$ cat src/rtl/tlb_pkg.sv
package tlb_pkg;

  localparam int WAYS  = 4;
  localparam int WAY_W = 2;

  typedef struct packed {
    logic writable;
    logic user;
    logic dirty;
  } tlb_attr_t;

  // Tree state: [0] pair pointer, [1] pointer inside ways 0-1, [2] inside ways 2-3.
  function automatic logic [2:0] plru_touch(input logic [2:0] st, input logic [WAY_W-1:0] way);
    logic [2:0] r;
    r = st;
    if (!way[1]) begin
      r[0] = 1'b1;
      r[1] = ~way[0];
    end else begin
      r[0] = 1'b0;
      r[2] = ~way[0];
    end
    return r;
  endfunction

  function automatic logic [WAY_W-1:0] plru_victim(input logic [2:0] st);
    return st[0] ? {1'b1, st[2]} : {1'b0, st[1]};
  endfunction

  // Returns {found, lowest free way index}.
  function automatic logic [WAY_W:0] first_free(input logic [WAYS-1:0] vld);
    logic [WAY_W:0] r;
    r = '0;
    for (int w = WAYS - 1; w >= 0; w--) begin
      if (!vld[w]) r = {1'b1, WAY_W'(w)};
    end
    return r;
  endfunction

endpackage

$ cat src/rtl/tlb_store.sv
module tlb_store
  import tlb_pkg::*;
#(
  parameter int SETS  = 16,
  parameter int TAG_W = 16,
  parameter int PPN_W = 20,
  localparam int SET_W = $clog2(SETS)
) (
  input  logic                             clk,
  input  logic                             rst_n,
  input  logic                             flush,
  input  logic                             inv_en,
  input  logic [SET_W-1:0]                 inv_set,
  input  logic [TAG_W-1:0]                 inv_tag,
  input  logic                             snoop_en,
  input  logic [PPN_W-1:0]                 snoop_ppn,
  input  logic                             wr_en,
  input  logic [SET_W-1:0]                 wr_set,
  input  logic [WAY_W-1:0]                 wr_way,
  input  logic [TAG_W-1:0]                 wr_tag,
  input  logic [PPN_W-1:0]                 wr_ppn,
  input  tlb_attr_t                        wr_attr,
  input  logic                             wr_glob,
  input  logic [SET_W-1:0]                 rd_set,
  output logic [WAYS-1:0]                  rd_live,
  output logic [WAYS-1:0][TAG_W-1:0]       rd_tag,
  output logic [WAYS-1:0][PPN_W-1:0]       rd_ppn,
  output tlb_attr_t [WAYS-1:0]             rd_attr,
  output logic [WAYS-1:0]                  wr_set_valid,
  output logic [WAYS-1:0][TAG_W-1:0]       wr_set_tag
);

  logic [WAYS-1:0]            valid_q [SETS];
  logic [WAYS-1:0]            glob_q  [SETS];
  logic [WAYS-1:0][TAG_W-1:0] tag_q   [SETS];
  logic [WAYS-1:0][PPN_W-1:0] ppn_q   [SETS];
  tlb_attr_t [WAYS-1:0]       attr_q  [SETS];

  // Entries removed by this cycle's maintenance.
  logic [WAYS-1:0] kill [SETS];

  always_comb begin
    for (int s = 0; s < SETS; s++) begin
      for (int w = 0; w < WAYS; w++) begin
        kill[s][w] = (flush && !glob_q[s][w])
                   || (inv_en && inv_set == SET_W'(s) && tag_q[s][w] == inv_tag)
                   || (snoop_en && ppn_q[s][w] == snoop_ppn);
      end
    end
  end

  always_ff @(posedge clk) begin
    if (!rst_n) begin
      for (int s = 0; s < SETS; s++) begin
        valid_q[s] <= '0;
        glob_q[s]  <= '0;
      end
    end else begin
      for (int s = 0; s < SETS; s++) begin
        valid_q[s] <= valid_q[s] & ~kill[s];
      end
      if (wr_en) begin
        valid_q[wr_set][wr_way] <= 1'b1;
        glob_q[wr_set][wr_way]  <= wr_glob;
      end
    end
  end

  always_ff @(posedge clk) begin
    if (wr_en) begin
      tag_q[wr_set][wr_way]  <= wr_tag;
      ppn_q[wr_set][wr_way]  <= wr_ppn;
      attr_q[wr_set][wr_way] <= wr_attr;
    end
  end

  assign rd_live      = valid_q[rd_set] & ~kill[rd_set];
  assign rd_tag       = tag_q[rd_set];
  assign rd_ppn       = ppn_q[rd_set];
  assign rd_attr      = attr_q[rd_set];
  assign wr_set_valid = valid_q[wr_set];
  assign wr_set_tag   = tag_q[wr_set];

  logic any_local_live;
  always_comb begin
    any_local_live = 1'b0;
    for (int s = 0; s < SETS; s++) begin
      any_local_live = any_local_live || |(valid_q[s] & ~glob_q[s]);
    end
  end

  AST_FLUSH_SPARES_ONLY_GLOBAL: assert property (@(posedge clk) disable iff (!rst_n)
    flush && !wr_en |=> !any_local_live);

endmodule

$ cat src/rtl/tlb_plru.sv
module tlb_plru
  import tlb_pkg::*;
#(
  parameter int SETS = 16,
  localparam int SET_W = $clog2(SETS)
) (
  input  logic             clk,
  input  logic             rst_n,
  input  logic             hit_en,
  input  logic [SET_W-1:0] hit_set,
  input  logic [WAY_W-1:0] hit_way,
  input  logic             fill_en,
  input  logic [SET_W-1:0] fill_set,
  input  logic [WAY_W-1:0] fill_way,
  input  logic [SET_W-1:0] vic_set,
  output logic [WAY_W-1:0] vic_way
);

  logic [2:0] st_q [SETS];
  logic [2:0] st_d [SETS];

  always_comb begin
    for (int s = 0; s < SETS; s++) begin
      st_d[s] = st_q[s];
      if (hit_en && hit_set == SET_W'(s))   st_d[s] = plru_touch(st_d[s], hit_way);
      if (fill_en && fill_set == SET_W'(s)) st_d[s] = plru_touch(st_d[s], fill_way);
    end
  end

  always_ff @(posedge clk) begin
    if (!rst_n) begin
      for (int s = 0; s < SETS; s++) st_q[s] <= '0;
    end else begin
      for (int s = 0; s < SETS; s++) st_q[s] <= st_d[s];
    end
  end

  assign vic_way = plru_victim(st_q[vic_set]);

  AST_FILLED_WAY_NOT_NEXT_VICTIM: assert property (@(posedge clk) disable iff (!rst_n)
    fill_en |=> plru_victim(st_q[$past(fill_set)]) != $past(fill_way));

endmodule

$ cat src/rtl/tlb_match.sv
module tlb_match
  import tlb_pkg::*;
#(
  parameter int TAG_W = 16,
  parameter int PPN_W = 20
) (
  input  logic                       clk,
  input  logic                       rst_n,
  input  logic [TAG_W-1:0]           req_tag,
  input  logic [WAYS-1:0]            live,
  input  logic [WAYS-1:0][TAG_W-1:0] tags,
  input  logic [WAYS-1:0][PPN_W-1:0] ppns,
  input  tlb_attr_t [WAYS-1:0]       attrs,
  output logic                       hit,
  output logic [WAY_W-1:0]           hit_way,
  output logic [PPN_W-1:0]           ppn,
  output tlb_attr_t                  attr
);

  logic [WAYS-1:0] way_match;

  for (genvar w = 0; w < WAYS; w++) begin : g_cmp
    assign way_match[w] = live[w] && tags[w] == req_tag;
  end

  always_comb begin
    hit_way = '0;
    ppn     = '0;
    attr    = '0;
    for (int w = 0; w < WAYS; w++) begin
      if (way_match[w]) begin
        hit_way = WAY_W'(w);
        ppn     = ppns[w];
        attr    = attrs[w];
      end
    end
  end

  assign hit = |way_match;

  AST_SINGLE_MATCHING_WAY: assert property (@(posedge clk) disable iff (!rst_n)
    $onehot0(way_match));

endmodule

$ cat src/rtl/xlat_tlb.sv
module xlat_tlb
  import tlb_pkg::*;
#(
  parameter int VPN_W = 20,
  parameter int PPN_W = 20,
  parameter int SETS  = 16,
  localparam int SET_W = $clog2(SETS),
  localparam int TAG_W = VPN_W - SET_W
) (
  input  logic             clk,
  input  logic             rst_n,
  input  logic             lk_valid,
  input  logic [VPN_W-1:0] lk_vpn,
  output logic             rsp_valid,
  output logic             rsp_hit,
  output logic [PPN_W-1:0] rsp_ppn,
  output logic             rsp_writable,
  output logic             rsp_user,
  output logic             rsp_dirty,
  output logic             walk_req,
  output logic [VPN_W-1:0] walk_vpn,
  input  logic             fill_valid,
  input  logic [VPN_W-1:0] fill_vpn,
  input  logic [PPN_W-1:0] fill_ppn,
  input  logic             fill_writable,
  input  logic             fill_user,
  input  logic             fill_dirty,
  input  logic             fill_global,
  input  logic             flush_nonglobal,
  input  logic             inv_valid,
  input  logic [VPN_W-1:0] inv_vpn,
  input  logic             snoop_valid,
  input  logic [PPN_W-1:0] snoop_ppn
);

  wire [SET_W-1:0] lk_set   = lk_vpn[SET_W-1:0];
  wire [TAG_W-1:0] lk_tag   = lk_vpn[VPN_W-1:SET_W];
  wire [SET_W-1:0] fill_set = fill_vpn[SET_W-1:0];
  wire [TAG_W-1:0] fill_tag = fill_vpn[VPN_W-1:SET_W];

  tlb_attr_t fill_attr;
  assign fill_attr = '{writable: fill_writable, user: fill_user, dirty: fill_dirty};

  logic [WAYS-1:0]            rd_live;
  logic [WAYS-1:0][TAG_W-1:0] rd_tag;
  logic [WAYS-1:0][PPN_W-1:0] rd_ppn;
  tlb_attr_t [WAYS-1:0]       rd_attr;
  logic [WAYS-1:0]            fs_valid;
  logic [WAYS-1:0][TAG_W-1:0] fs_tag;
  logic [WAY_W-1:0]           fill_way;
  logic [WAY_W-1:0]           victim_way;

  tlb_store #(.SETS(SETS), .TAG_W(TAG_W), .PPN_W(PPN_W)) i_store (
    .clk          (clk),
    .rst_n        (rst_n),
    .flush        (flush_nonglobal),
    .inv_en       (inv_valid),
    .inv_set      (inv_vpn[SET_W-1:0]),
    .inv_tag      (inv_vpn[VPN_W-1:SET_W]),
    .snoop_en     (snoop_valid),
    .snoop_ppn    (snoop_ppn),
    .wr_en        (fill_valid),
    .wr_set       (fill_set),
    .wr_way       (fill_way),
    .wr_tag       (fill_tag),
    .wr_ppn       (fill_ppn),
    .wr_attr      (fill_attr),
    .wr_glob      (fill_global),
    .rd_set       (lk_set),
    .rd_live      (rd_live),
    .rd_tag       (rd_tag),
    .rd_ppn       (rd_ppn),
    .rd_attr      (rd_attr),
    .wr_set_valid (fs_valid),
    .wr_set_tag   (fs_tag)
  );

  // Lookup path: compare against the post-maintenance view of the set.
  logic             lk_hit_now;
  logic [WAY_W-1:0] lk_hit_way;
  logic [PPN_W-1:0] lk_ppn;
  tlb_attr_t        lk_attr;

  tlb_match #(.TAG_W(TAG_W), .PPN_W(PPN_W)) i_match (
    .clk     (clk),
    .rst_n   (rst_n),
    .req_tag (lk_tag),
    .live    (rd_live),
    .tags    (rd_tag),
    .ppns    (rd_ppn),
    .attrs   (rd_attr),
    .hit     (lk_hit_now),
    .hit_way (lk_hit_way),
    .ppn     (lk_ppn),
    .attr    (lk_attr)
  );

  wire lk_touch    = lk_valid && lk_hit_now;
  wire lk_miss_now = lk_valid && !lk_hit_now;

  // Fill way choice: same page in place, else lowest free way, else tree victim.
  logic [WAYS-1:0] fill_dup;
  for (genvar w = 0; w < WAYS; w++) begin : g_dup
    assign fill_dup[w] = fs_valid[w] && fs_tag[w] == fill_tag;
  end

  logic [WAY_W:0]   fill_free;
  logic [WAY_W-1:0] dup_way;
  assign fill_free = first_free(fs_valid);

  always_comb begin
    dup_way = '0;
    for (int w = 0; w < WAYS; w++) begin
      if (fill_dup[w]) dup_way = WAY_W'(w);
    end
  end

  assign fill_way = (|fill_dup)       ? dup_way :
                    fill_free[WAY_W]  ? fill_free[WAY_W-1:0] : victim_way;

  tlb_plru #(.SETS(SETS)) i_plru (
    .clk      (clk),
    .rst_n    (rst_n),
    .hit_en   (lk_touch),
    .hit_set  (lk_set),
    .hit_way  (lk_hit_way),
    .fill_en  (fill_valid),
    .fill_set (fill_set),
    .fill_way (fill_way),
    .vic_set  (fill_set),
    .vic_way  (victim_way)
  );

  always_ff @(posedge clk) begin
    if (!rst_n) begin
      rsp_valid    <= 1'b0;
      rsp_hit      <= 1'b0;
      rsp_ppn      <= '0;
      rsp_writable <= 1'b0;
      rsp_user     <= 1'b0;
      rsp_dirty    <= 1'b0;
    end else begin
      rsp_valid    <= lk_valid;
      rsp_hit      <= lk_touch;
      rsp_ppn      <= lk_touch ? lk_ppn : '0;
      rsp_writable <= lk_touch && lk_attr.writable;
      rsp_user     <= lk_touch && lk_attr.user;
      rsp_dirty    <= lk_touch && lk_attr.dirty;
    end
  end

  always_ff @(posedge clk) begin
    if (!rst_n) begin
      walk_req <= 1'b0;
      walk_vpn <= '0;
    end else begin
      if (fill_valid) walk_req <= 1'b0;
      if (lk_miss_now && (!walk_req || fill_valid)) begin
        walk_req <= 1'b1;
        walk_vpn <= lk_vpn;
      end
    end
  end

  AST_REQ_GIVES_RSP: assert property (@(posedge clk) disable iff (!rst_n)
    lk_valid |=> rsp_valid);
  AST_NO_RSP_WITHOUT_REQ: assert property (@(posedge clk) disable iff (!rst_n)
    !lk_valid |=> !rsp_valid);
  AST_MISS_RAISES_WALK: assert property (@(posedge clk) disable iff (!rst_n)
    rsp_valid && !rsp_hit |-> walk_req);
  AST_WALK_HELD_TO_FILL: assert property (@(posedge clk) disable iff (!rst_n)
    walk_req && !fill_valid |=> walk_req && $stable(walk_vpn));
  AST_MISS_RETURNS_ZERO_PPN: assert property (@(posedge clk) disable iff (!rst_n)
    rsp_valid && !rsp_hit |-> rsp_ppn == '0);

endmodule

$ cat config.mk
export PLATFORM = sky130hd
export DESIGN_NAME = xlat_tlb
export DESIGN_NICKNAME = d
export VERILOG_FILES = /design/src/rtl/tlb_pkg.sv /design/src/rtl/tlb_store.sv /design/src/rtl/tlb_plru.sv /design/src/rtl/tlb_match.sv /design/src/rtl/xlat_tlb.sv
export SDC_FILE = /design/constraint.sdc
export NUM_CORES = 2
export LEC_CHECK = 0
export CORE_UTILIZATION = 51
export DETAILED_ROUTE_END_ITERATION = 8
export DONT_BUFFER_PORTS = 1
export PLACE_DENSITY_LB_ADDON = 0.2
export SETUP_SLACK_MARGIN = 0.4
export SYNTH_ARGS = -nofsm -noshare
export SYNTH_HDL_FRONTEND = slang
export SYNTH_SLANG_ARGS = --single-unit
export TNS_END_PERCENT = 10
$ cat constraint.sdc
create_clock -name clk -period 6.4 [get_ports clk]
set_clock_uncertainty 0.15 [all_clocks]
set_input_delay 0.96 -clock clk [delete_from_list [all_inputs] [get_ports clk]]
set_output_delay 0.96 -clock clk [all_outputs]
set_load 0.01 [all_outputs]
==> qor.yml <==
floorplan:
  ioPinCount: 157
  core_um2: 282000
  die-height_um: 534
  initial_utilization_pct: 51.2
  die_area_um2: 286000
  placement_rows: 195
  die_width_um: 534
synth:
  ys_types: 90
  synth_flop_cell: "sky130_fd_sc_hd__edfxtp_1"
  seq_area_frac_synth_pct: 55.4
  number_of_flops_mapped_to_enable_cells_by_yosys: 2560
  synthesis.yosys.warnings: 0
  synth.ff_latch_count: 2718
  postSynthCellCount: 9658
  ys_async_sr_fraction_pct: 0
  post_synth_instance_area_um2: 145000
  syn-mean-instance-area_um2: 15.0
  syn_nets: 9769
critical_path:
  timing.critical_path.from_type: "input port"
  worst_ep_required_time_ns: 6.83
  critical_path.max_fanout: 291
  worst_setup_path_end_kind: "flip-flop"
  critPathMaxStageDelay_ns: 1.11
  crit_chain: "mux4_2 > mux2i_1 > mux2i_1 > xnor2_1 > a211oi_1 > nand4_1 > o31ai_2 > buf_4 > o31a_2 > buf_4 > buf_4 > nand3_1 > inv_2 > buf_4"
  path_common_cell: "sky130_fd_sc_hd__buf_4"
  arrival_ns: 6.65
  timing_worst_setup_path_type: "in2reg"
  critical-path-slowest-cell: "sky130_fd_sc_hd__mux4_2"
global_route:
  grt-ovfl-total: 0
  global_route_wire_length_before_repair_mm: 866
  globalRouteTotalUtil_pct: 45.0
  grt_start_max_net_pins: 648
  number_of_global_route_vias_before_repair: 95200
  initial_antenna_violation_count: 73
routing:
  drt_iter0_markers: 18600
  drt-vias-per-instance: 7.30
  drc: 0
  num_vias: 101000
  drt.antenna.violating_nets: 0
  routed_wl_mm: 649
  drt_first_pass_iters: 7
  drt_wl_cell_um: 47.1
timing:
  timing.final.ws_setup_ns: 0.180
  grt_setup_unrepaired: "false"
  finalCriticalPeriod_ns: 6.22
  finalSetupViolCount: 0
  slew_viol_final: 526
  layout_worst_path_cycle_share_pct: 97.2
  tightest_slew_ns: 3.48
  clock.fmax_mhz: 161
  max_slew_margin_pct: -132
  fin_setup_tns_ns: 0
  timing_hold_violations_final: 0
placement:
  place_worst_setup_slack_ns: 0.00268
  port_buffer_count: 0
  dpl.hpwl_mm: 411
  detailed_place.area_um2: 150000
  gp_congestion: 1.03
cells_and_area:
  design.final.nets: 9844
  syn_to_final_growth_pct: 12.0
  layout.cell_area.non_filler_um2: 162000
  drive_above_1_share_pct: 19.7
  post-route-util_pct: 57.4
cts:
  cts_tree: "yes"
  clk-insertion-delay-late_ns: 0.97
  htreeDepth: 5
  tritoncts_num_sinks: 2718
  clockRootBuffer: "sky130_fd_sc_hd__clkbuf_16"
  post_cts_buffers: 0
  cts_buffers: 307
  cts.reportedPaths.clkPinSlew_ns: 0.06
  clock_path_buffers: 4
power_and_ir_drop:
  pwr_density_cell_nw_per_um2: 255
  total_leakage_power_nw: 51.7
  irDropWorstVdd_mv: 0.243
worst_hold_path:
  hp-class: "in2reg"
flow_run:
  max_cap_viol_count: 0
outcome:
  status: "finished with violations"
  violations: "max-slew violations"
## layer usage
layer	part of all wire, %	GRT usage (%)	wire (um)	up-vias
met5	0.044	0.133	286	-
li1	-	-	-	37800
met4	8.2	30.6	53500	38
met3	15	15.3	94900	1755
met1	34	57.9	224000	52100
met2	43	64.6	277000	9061
## flip-flops by register name, indices dropped and copies added (netlist names)
register         flops
i_store.attr_q     192
rsp_writable         1
i_plru.st_q         48
rsp_user             1
rsp_hit              1
i_store.glob_q      64
rsp_dirty            1
walk_vpn            20
i_store.tag_q     1024
rsp_ppn             20
walk_req             1
rsp_valid            1
i_store.ppn_q     1280
i_store.valid_q     64
## layout make-up
class / count / area (um2)
clock inverters: 167 / 1670
diodes: 67 / 168
flip-flops and latches: 2718 / 80000
repair buffers: 458 / 5830
fillers: 22100 / 120000
inverters: 110 / 424
multi-input cells: 6138 / 60700
well taps: 3743 / 4680
clock buffers: 391 / 8340
## placed cells by master (no fill, tap or decap), types with 23 or more instances in the layout
master                          count
sky130_fd_sc_hd__a31oi_1           33
sky130_fd_sc_hd__nor3_1           121
sky130_fd_sc_hd__nor4_1           326
sky130_fd_sc_hd__nand2b_1          35
sky130_fd_sc_hd__clkinv_1          60
sky130_fd_sc_hd__o21ai_1           24
sky130_fd_sc_hd__o22ai_1           47
sky130_fd_sc_hd__a211oi_1          23
sky130_fd_sc_hd__inv_1             36
sky130_fd_sc_hd__o21ai_0           67
sky130_fd_sc_hd__xnor2_1         1193
sky130_fd_sc_hd__a21oi_1          179
sky130_fd_sc_hd__inv_2             66
sky130_fd_sc_hd__dfxtp_1          158
sky130_fd_sc_hd__buf_12           154
sky130_fd_sc_hd__nor4b_1           24
sky130_fd_sc_hd__mux2_2            37
sky130_fd_sc_hd__buf_4            222
sky130_fd_sc_hd__nand4_1          333
sky130_fd_sc_hd__bufinv_16         28
sky130_fd_sc_hd__clkbuf_1          63
sky130_fd_sc_hd__diode_2           67
sky130_fd_sc_hd__mux2i_1          307
sky130_fd_sc_hd__edfxtp_1        2560
sky130_fd_sc_hd__nand2_1          302
sky130_fd_sc_hd__and3_1            23
sky130_fd_sc_hd__xor2_1          1233
sky130_fd_sc_hd__mux4_2           972
sky130_fd_sc_hd__o2111ai_1         32
sky130_fd_sc_hd__dlygate4sd3_1     67
sky130_fd_sc_hd__clkbuf_16        319
sky130_fd_sc_hd__a21o_1            26
sky130_fd_sc_hd__clkinv_2          58
sky130_fd_sc_hd__a22oi_1           46
sky130_fd_sc_hd__nand3_1          203
sky130_fd_sc_hd__nor2_1           216
## cell families after synthesis
logic type             after synthesis  share of synthesized area, %
flip-flops                        2718                          55.4
buffers and inverters              802                          2.74
AO/OA/AOI/OAI                      708                          3.40
AND/OR/NAND/NOR                   1688                          6.21
multiplexers                      1316                          17.6
XOR/XNOR                          2426                          14.7
## critical path, delay by kind of cell
| kind | cells | cell delay [ns] |
|---|---|---|
| AOI/OAI and AO/OA | 3 | 1.55 |
| xor gates and xnor gates | 1 | 0.14 |
| buffers and inverters | 5 | 1.17 |
| muxes | 3 | 1.41 |
| and+or+nand+nor | 2 | 0.64 |
## synthesized netlist by cell type (all sizes together) (33+ instances only)
master / n / area share, %
o21ai: 93 / 0.32
a22oi: 46 / 0.24
nor3: 123 / 0.43
a31oi: 33 / 0.14
nand2: 303 / 0.79
o22ai: 47 / 0.20
nor4: 336 / 1.5
nor2: 220 / 0.57
nand3: 203 / 0.70
o2111ai: 34 / 0.22
buf: 515 / 2.0
xor2: 1233 / 7.5
nand4: 333 / 1.4
mux4: 972 / 15
clkbuf: 177 / 0.46
inv: 104 / 0.27
xnor2: 1193 / 7.2
dfxtp: 158 / 2.2
nand2b: 35 / 0.15
a21oi: 179 / 0.62
mux2i: 307 / 2.1
edfxtp: 2560 / 53
mux2: 37 / 0.29
## repair_timing
| item | in CTS | in global routing |
|---|---|---|
| resized for setup | 0 | 0 |
| hold buffers | 118 | 1 |
| endpoints found under the hold margin | 1123 | 2 |
## final timing paths
check / start / endpoint / slack, ns / depth (start not counted)
worst max-delay path: fill_vpn[0] / i_store.tag_q[13][20]$_DFFE_PP_ / 0.18 / 14
worst min-delay path: fill_ppn[3] / i_store.ppn_q[1][63]$_DFFE_PP_ / 0.01 / 0
worst max register to register: i_store.tag_q[7][9]$_DFFE_PP_ / i_store.tag_q[13][20]$_DFFE_PP_ / 0.91 / 14
worst min register to register: i_store.valid_q[15][1]$_DFF_P_ / i_store.valid_q[15][1]$_DFF_P_ / 0.33 / 2
## power breakdown
group          internal [W]  total (W)  switching [W]
Combinational       0.00152    0.00352        0.00199
Clock                0.0104     0.0182        0.00777
Sequential           0.0195     0.0196      0.0000654
Total                0.0314     0.0412        0.00983
## stage by stage
step / instances / hold WS [ns] / power, W
3_3_place_gp: 13000 / 0.302 / 0.0228
5_1_grt: 13700 / 0.00475 / 0.0418
2_1_floorplan: 9658 / 0.293 / 0.0224
6_report: 13800 / 0.0118 / 0.0412
4_1_cts: 13700 / 0.000463 / 0.0410
3_5_place_dp: 13000 / 0.316 / 0.0228
Power figures use the tool's default switching activity.
